--- src/rtl/hcmp_pkg.sv ---
`timescale 1ns/1ps
package hcmp_pkg;

   typedef enum logic [2:0] {
      OP_SGNJ  = 3'd0,
      OP_SGNJN = 3'd1,
      OP_SGNJX = 3'd2,
      OP_MIN   = 3'd3,
      OP_MAX   = 3'd4,
      OP_EQ    = 3'd5,
      OP_LT    = 3'd6,
      OP_LE    = 3'd7
   } hcmp_op_e;

   // Per-operand classification shared by ordering and selection logic
   typedef struct packed {
      logic sign;
      logic is_zero;
      logic is_nan;
      logic is_snan;
   } hcmp_cls_t;

endpackage

--- src/rtl/hcmp_classify.sv ---
`timescale 1ns/1ps
module hcmp_classify
   import hcmp_pkg::*;
#(
   parameter int EXP_W = 5,
   parameter int MAN_W = 10,
   parameter int FLEN  = 1 + EXP_W + MAN_W
) (
   input  logic [FLEN-1:0] val_i,
   output hcmp_cls_t       cls_o
);

   localparam int SIGN_POS = FLEN - 1;
   localparam int QBIT_POS = MAN_W - 1;

   logic [EXP_W-1:0] exp_f;
   logic [MAN_W-1:0] man_f;
   logic             exp_ones;
   logic             exp_zero;
   logic             man_zero;

   assign exp_f    = val_i[SIGN_POS-1:MAN_W];
   assign man_f    = val_i[MAN_W-1:0];
   assign exp_ones = &exp_f;
   assign exp_zero = ~|exp_f;
   assign man_zero = ~|man_f;

   always_comb begin
      cls_o.sign    = val_i[SIGN_POS];
      cls_o.is_zero = exp_zero & man_zero;
      cls_o.is_nan  = exp_ones & ~man_zero;
      cls_o.is_snan = exp_ones & ~man_zero & ~man_f[QBIT_POS];
   end

endmodule

--- src/rtl/hcmp_order.sv ---
`timescale 1ns/1ps
module hcmp_order
   import hcmp_pkg::*;
#(
   parameter int EXP_W = 5,
   parameter int MAN_W = 10,
   parameter int FLEN  = 1 + EXP_W + MAN_W
) (
   input  logic [FLEN-1:0] a_i,
   input  logic [FLEN-1:0] b_i,
   input  hcmp_cls_t       cls_a_i,
   input  hcmp_cls_t       cls_b_i,
   output logic            le_ab_o,
   output logic            le_ba_o,
   output logic            eq_o
);

   localparam int MAG_W = FLEN - 1;

   // Ordering of two non-NaN values; NaN screening is done by the selector
   function automatic logic le_fn(
      input logic [MAG_W-1:0] mag_x,
      input logic             sgn_x,
      input logic             zero_x,
      input logic [MAG_W-1:0] mag_y,
      input logic             sgn_y,
      input logic             zero_y
   );
      logic res;
      unique case ({sgn_x, sgn_y})
         2'b00:   res = (mag_x <= mag_y);
         2'b11:   res = (mag_x >= mag_y);
         2'b10:   res = 1'b1;
         default: res = zero_x & zero_y;
      endcase
      return res;
   endfunction

   logic [MAG_W-1:0] mag_a;
   logic [MAG_W-1:0] mag_b;

   assign mag_a = a_i[MAG_W-1:0];
   assign mag_b = b_i[MAG_W-1:0];

   assign le_ab_o = le_fn(mag_a, cls_a_i.sign, cls_a_i.is_zero,
                          mag_b, cls_b_i.sign, cls_b_i.is_zero);
   assign le_ba_o = le_fn(mag_b, cls_b_i.sign, cls_b_i.is_zero,
                          mag_a, cls_a_i.sign, cls_a_i.is_zero);
   assign eq_o    = (cls_a_i.is_zero & cls_b_i.is_zero) | (a_i == b_i);

endmodule

--- src/rtl/hcmp_result.sv ---
`timescale 1ns/1ps
module hcmp_result
   import hcmp_pkg::*;
#(
   parameter int EXP_W = 5,
   parameter int MAN_W = 10,
   parameter int FLEN  = 1 + EXP_W + MAN_W
) (
   input  hcmp_op_e        op_i,
   input  logic [FLEN-1:0] a_i,
   input  logic [FLEN-1:0] b_i,
   input  hcmp_cls_t       cls_a_i,
   input  hcmp_cls_t       cls_b_i,
   input  logic            le_ab_i,
   input  logic            le_ba_i,
   input  logic            eq_i,
   output logic [FLEN-1:0] fp_o,
   output logic            cmp_o,
   output logic            nv_o
);

   localparam int MAG_W = FLEN - 1;
   localparam logic [FLEN-1:0] CANON_NAN =
      {1'b0, {EXP_W{1'b1}}, 1'b1, {(MAN_W-1){1'b0}}};

   logic            any_nan;
   logic            both_nan;
   logic            any_snan;
   logic            both_zero;
   logic [MAG_W-1:0] a_mag;
   logic [FLEN-1:0] min_val;
   logic [FLEN-1:0] max_val;

   assign any_nan   = cls_a_i.is_nan | cls_b_i.is_nan;
   assign both_nan  = cls_a_i.is_nan & cls_b_i.is_nan;
   assign any_snan  = cls_a_i.is_snan | cls_b_i.is_snan;
   assign both_zero = cls_a_i.is_zero & cls_b_i.is_zero;
   assign a_mag     = a_i[MAG_W-1:0];

   always_comb begin
      if (both_nan)            min_val = CANON_NAN;
      else if (cls_a_i.is_nan) min_val = b_i;
      else if (cls_b_i.is_nan) min_val = a_i;
      else if (both_zero)      min_val = cls_a_i.sign ? a_i : b_i;
      else                     min_val = le_ab_i ? a_i : b_i;
   end

   always_comb begin
      if (both_nan)            max_val = CANON_NAN;
      else if (cls_a_i.is_nan) max_val = b_i;
      else if (cls_b_i.is_nan) max_val = a_i;
      else if (both_zero)      max_val = cls_a_i.sign ? b_i : a_i;
      else                     max_val = le_ba_i ? a_i : b_i;
   end

   always_comb begin
      fp_o  = '0;
      cmp_o = 1'b0;
      nv_o  = 1'b0;
      unique case (op_i)
         OP_SGNJ:  fp_o = {cls_b_i.sign, a_mag};
         OP_SGNJN: fp_o = {~cls_b_i.sign, a_mag};
         OP_SGNJX: fp_o = {cls_a_i.sign ^ cls_b_i.sign, a_mag};
         OP_MIN: begin
            fp_o = min_val;
            nv_o = any_snan;
         end
         OP_MAX: begin
            fp_o = max_val;
            nv_o = any_snan;
         end
         OP_EQ: begin
            cmp_o = ~any_nan & eq_i;
            nv_o  = any_snan;
         end
         OP_LT: begin
            cmp_o = ~any_nan & le_ab_i & ~eq_i;
            nv_o  = any_nan;
         end
         OP_LE: begin
            cmp_o = ~any_nan & le_ab_i;
            nv_o  = any_nan;
         end
         default: begin
            fp_o  = '0;
            cmp_o = 1'b0;
            nv_o  = 1'b0;
         end
      endcase
   end

endmodule

--- src/rtl/hcmp_unit.sv ---
`timescale 1ns/1ps
module hcmp_unit
   import hcmp_pkg::*;
#(
   parameter int EXP_W     = 5,
   parameter int MAN_W     = 10,
   parameter int XLEN      = 32,
   parameter int FLAG_W    = 5,
   parameter int NV_POS    = 4,
   parameter int OUT_STAGE = 1
) (
   input  logic                     clk,
   input  logic                     rst_n,
   input  logic [2:0]               op_i,
   input  logic [EXP_W+MAN_W:0]     opa_i,
   input  logic [EXP_W+MAN_W:0]     opb_i,
   output logic [EXP_W+MAN_W:0]     fp_res_o,
   output logic [XLEN-1:0]          cmp_res_o,
   output logic [FLAG_W-1:0]        flags_o
);

   localparam int FLEN     = 1 + EXP_W + MAN_W;
   localparam int NUM_OPND = 2;

   // Elaboration-time parameter checks
   if (EXP_W < 2) begin : g_bad_exp
      $error("hcmp_unit: EXP_W must be at least 2");
   end
   if (MAN_W < 2) begin : g_bad_man
      $error("hcmp_unit: MAN_W must be at least 2");
   end
   if (XLEN < 1) begin : g_bad_xlen
      $error("hcmp_unit: XLEN must be at least 1");
   end
   if (NV_POS >= FLAG_W || NV_POS < 0) begin : g_bad_nv
      $error("hcmp_unit: NV_POS outside the flag vector");
   end
   if (OUT_STAGE != 0 && OUT_STAGE != 1) begin : g_bad_stage
      $error("hcmp_unit: OUT_STAGE must be 0 or 1");
   end

   hcmp_op_e        op_sel;
   logic [FLEN-1:0] opnd [NUM_OPND];
   hcmp_cls_t       cls  [NUM_OPND];

   assign op_sel  = hcmp_op_e'(op_i);
   assign opnd[0] = opa_i;
   assign opnd[1] = opb_i;

   for (genvar gi = 0; gi < NUM_OPND; gi++) begin : g_cls
      hcmp_classify #(
         .EXP_W (EXP_W),
         .MAN_W (MAN_W),
         .FLEN  (FLEN)
      ) u_cls (
         .val_i (opnd[gi]),
         .cls_o (cls[gi])
      );
   end

   logic le_ab;
   logic le_ba;
   logic eq_ab;

   hcmp_order #(
      .EXP_W (EXP_W),
      .MAN_W (MAN_W),
      .FLEN  (FLEN)
   ) u_order (
      .a_i     (opnd[0]),
      .b_i     (opnd[1]),
      .cls_a_i (cls[0]),
      .cls_b_i (cls[1]),
      .le_ab_o (le_ab),
      .le_ba_o (le_ba),
      .eq_o    (eq_ab)
   );

   logic [FLEN-1:0] fp_d;
   logic            cmp_bit_d;
   logic            nv_d;

   hcmp_result #(
      .EXP_W (EXP_W),
      .MAN_W (MAN_W),
      .FLEN  (FLEN)
   ) u_result (
      .op_i    (op_sel),
      .a_i     (opnd[0]),
      .b_i     (opnd[1]),
      .cls_a_i (cls[0]),
      .cls_b_i (cls[1]),
      .le_ab_i (le_ab),
      .le_ba_i (le_ba),
      .eq_i    (eq_ab),
      .fp_o    (fp_d),
      .cmp_o   (cmp_bit_d),
      .nv_o    (nv_d)
   );

   logic [XLEN-1:0]   cmp_d;
   logic [FLAG_W-1:0] flags_d;

   always_comb begin
      cmp_d          = '0;
      cmp_d[0]       = cmp_bit_d;
      flags_d        = '0;
      flags_d[NV_POS] = nv_d;
   end

   if (OUT_STAGE == 1) begin : g_reg_out
      always_ff @(posedge clk or negedge rst_n) begin
         if (!rst_n) begin
            fp_res_o  <= '0;
            cmp_res_o <= '0;
            flags_o   <= '0;
         end else begin
            fp_res_o  <= fp_d;
            cmp_res_o <= cmp_d;
            flags_o   <= flags_d;
         end
      end
   end else begin : g_comb_out
      assign fp_res_o  = fp_d;
      assign cmp_res_o = cmp_d;
      assign flags_o   = flags_d;
   end

endmodule

--- config.mk ---
export PLATFORM = sky130hd
export DESIGN_NAME = hcmp_unit
export DESIGN_NICKNAME = d
export VERILOG_FILES = /design/src/rtl/hcmp_pkg.sv /design/src/rtl/hcmp_classify.sv /design/src/rtl/hcmp_order.sv /design/src/rtl/hcmp_result.sv /design/src/rtl/hcmp_unit.sv
export SDC_FILE = /design/constraint.sdc
export NUM_CORES = 1
export LEC_CHECK = 0
export BUFFER_PORTS_ARGS = -buffer_cell sky130_fd_sc_hd__buf_4
export CAP_MARGIN = 15
export CELL_PAD_IN_SITES_DETAIL_PLACEMENT = 0
export CELL_PAD_IN_SITES_GLOBAL_PLACEMENT = 1
export CORE_ASPECT_RATIO = 1.2
export CORE_MARGIN = 5
export CORE_UTILIZATION = 34
export DETAILED_ROUTE_END_ITERATION = 10
export PLACE_DENSITY_LB_ADDON = 0.1
export SYNTH_ARGS = -nofsm -noshare
export SYNTH_HDL_FRONTEND = slang
export SYNTH_SLANG_ARGS = --single-unit
--- constraint.sdc ---
create_clock -name clk -period 0.8 [get_ports clk]
set_input_delay 0.08 -clock clk [delete_from_list [all_inputs] [get_ports clk]]
set_output_delay 0.08 -clock clk [all_outputs]
set_load 0.03 [all_outputs]
==> flow_summary.json <==
{
  "grt_max_degree": 19,
  "fin_crit_sh_pct": 248.2,
  "nets": 413,
  "hold_violations": 0,
  "hold_path.startpoint": "opb_i[8]",
  "dieWidth_um": 79.63,
  "syn-instance-count": 227,
  "wl_per_cell_um": 14.81,
  "die-area_um2": 7450,
  "power.total_mw": 3.804,
  "dp.cells": 419,
  "ant_nets": 0,
  "path_max_fanout": 7,
  "power_frac_comb_pct": 55.1,
  "start_util_pct": 34.90,
  "setup-violations-final": 36,
  "htree_levels": 1,
  "cts_buffers": 3,
  "top_layer": "met4",
  "yosysUniqueCellTypes": 46,
  "fin_cells": 432,
  "cap_viol_max_count": 0,
  "synth_edf_count": 0,
  "critPathSlowestCell": "o31ai_4",
  "p_leak_nw": 1.652,
  "swShare_pct": 39.55,
  "path_clk_slew_ps": 70,
  "switchingPower_mw": 1.504,
  "crit_arrival_ps": 2130,
  "hp-class": "input pin to register",
  "peakVddDrop_mv": 0.5622,
  "cpPeakStageDelay_ps": 360,
  "dp_hpwl_mm": 5.283,
  "power_frac_clock_pct": 17.0,
  "startpoint_type": "input pin",
  "syn_to_final_growth_pct": 82.10,
  "cp_top_family": "compound AO/OA/AOI/OAI gates",
  "violations": "setup timing",
  "min_delay_path_depth": 2,
  "clock_sinks": 18,
  "grt_pass1_wl_mm": 10.13,
  "postPlaceCellArea_um2": 3094,
  "core_um2": 5668,
  "async_reset_ff_share_pct": 100.0,
  "antenna_cells": 0,
  "drive_above_1_share_pct": 57.39,
  "gp_congestion": 0.8822,
  "fin_ws_ps": -1185,
  "drt_iter0_drc": 81,
  "gr-total-overflow": 0,
  "syn_avg_cell_area_um2": 8.714,
  "grt_util_all_layers_pct": 17.07,
  "grt_setup_unrepaired": "yes",
  "synth_seq_area_share_pct": 22.77,
  "wl_met2_mm": 3.277,
  "synth-seq-cells": 18,
  "root_buffer": "clkbuf_8",
  "netlist_area_um2": 1978,
  "grt_antenna_before_repair": 0,
  "path_class": "input pin to register",
  "min_period_ps": 1985,
  "status": "finished with violations",
  "cts_tree": "yes",
  "numPortBuffers": 54,
  "cp_num_buf_inv": 3,
  "vias": 2101,
  "fp.dieH_um": 93.56,
  "routed_via_density": 4.863,
  "wl_met3_um": 357,
  "firstDrtPassIters": 4,
  "hold_ws_ps": 85.15,
  "pin_count": 90,
  "p_seq_share_pct": 27.9,
  "grt_pass1_vias": 2130,
  "internal_power_mw": 2.299,
  "drv_slew": 0,
  "num_rows": 30,
  "synthFlopType": "dfrtp_1",
  "p_per_area_nw_per_um2": 1056,
  "wl_met1_mm": 2.567,
  "crit_required_ps": 940,
  "yosysWarnings": 0,
  "finalWirelength_mm": 6.397,
  "cts.path.max_buffers": 2,
  "final_area_um2": 3602,
  "crit_chain": "buf_8, inv_6, ha_4, nand4_1, buf_4, o221a_4, and3_4, o31ai_4, o221ai_4, a22o_1",
  "min_to": "fp_res_o[8]",
  "fmax_ghz": 0.5037,
  "drcViolationCount": 0,
  "cp-end-kind": "register"
}
==> routing by layer <==
metal | global-route usage, % | vias to the layer above
met5 | 0 | -
met2 | 30.57 | 65
met3 | 2.023 | 16
met4 | 6.590 | 0
li1 | - | 1020
met1 | 20.47 | 1000
==> cell families after synthesis <==
logic type	count (synthesis)	synth area share, %
other	1	0.1896
adder cells (fa/ha/maj)	22	13.92
multiplexers	2	1.012
AND/OR/NAND/NOR	66	18.91
buffers and inverters	60	18.85
AO/OA/AOI/OAI	58	24.35
flip-flops	18	22.77
==> through the flow <==
step           setup TNS [ps]  setup slack (ps)  utilization, %
5_1_grt                -22020             -1267           63.55
3_5_place_dp           -26290             -1577           54.59
3_3_place_gp           -26460             -1579           54.59
4_1_cts                -20100             -1191           61.90
2_1_floorplan          -18460             -1139               -
6_report               -20260             -1185           63.55
==> sequential cells by signal, summed over array words and instances (netlist names) <==
register and flops:
flags_o 1, cmp_res_o 1, fp_res_o 16
==> cells in the final DEF (no fill, tap or decap), drive strengths merged, types with 2 or more instances in the layout <==
cell type	n
inv	22
o41ai	2
o211ai	3
conb	35
o31ai	2
o221ai	4
and2	2
or4	2
nand3	6
or3	2
nand2b	2
a22o	16
nor4	8
nor3	7
nand4	6
nor2	10
ha	22
and3	5
o21ai	7
mux2i	2
a21oi	15
buf	125
a21boi	2
dfrtp	18
nand2	13
clkbuf	3
nor2b	2
==> synthesized netlist by cell type, types with 2 or more instances <==
library cell / instances / area [um2]
buf_6: 2 / 22.52
nand2_1: 13 / 48.80
dfrtp_1: 18 / 450.4
o31ai_2: 2 / 25.02
and3_1: 4 / 25.02
nor2b_1: 2 / 12.51
buf_4: 35 / 262.8
o21ai_1: 2 / 10.01
a21oi_1: 14 / 70.07
nand2b_1: 2 / 12.51
nand4_1: 6 / 37.54
nor2_1: 10 / 37.54
a22o_1: 16 / 140.1
nand3_1: 6 / 30.03
o41ai_2: 2 / 32.53
nor4_1: 8 / 50.05
ha_1: 22 / 275.3
o21ai_0: 5 / 25.02
mux2i_1: 2 / 20.02
o221ai_1: 3 / 26.28
inv_1: 21 / 78.83
and2_1: 2 / 12.51
a21boi_0: 2 / 15.01
or3_4: 2 / 22.52
nor3_1: 5 / 25.02
==> worst max-delay path by stage <==
stage                     slack (ps)          end  depth (start not counted)  startpoint
after floorplan                -1140  fp_res_o[4]                          8   opb_i[13]
after global placement         -1580  fp_res_o[0]                          9    opa_i[9]
after detailed placement       -1580  fp_res_o[4]                         10   opb_i[13]
after CTS                      -1190  fp_res_o[4]                         10    opb_i[2]
after global routing           -1270  fp_res_o[2]                         11    opb_i[9]
final                          -1190  fp_res_o[5]                         10   opb_i[14]
==> layout make-up <==
cell class	count	area, um2
timing repair buffer	126	1141
clock buffer	3	41.29
inverter	22	127.6
sequential	18	450.4
fill	476	2066
multi-input combinational	183	1742
tap	80	100.1
==> what timing repair did <==
action	CTS	global route
pin swaps	25	22
endpoints found under the setup margin	36	36
hold buffers	1	0
resized for setup	68	19
endpoints found under the hold margin	18	0
buffers inserted	8	3
==> power by group through the flow <==
stage / Clock [mW] / Combinational, mW / Sequential, mW
after global placement: 0 / 1.82 / 1.06
after floorplan: 0 / 0.965 / 1.27
final: 0.647 / 2.09 / 1.06
after detailed placement: 0 / 1.83 / 1.06
after CTS: 0.656 / 2.05 / 1.06
after global routing: 0.705 / 2.24 / 1.07
Power figures use the tool's default switching activity.
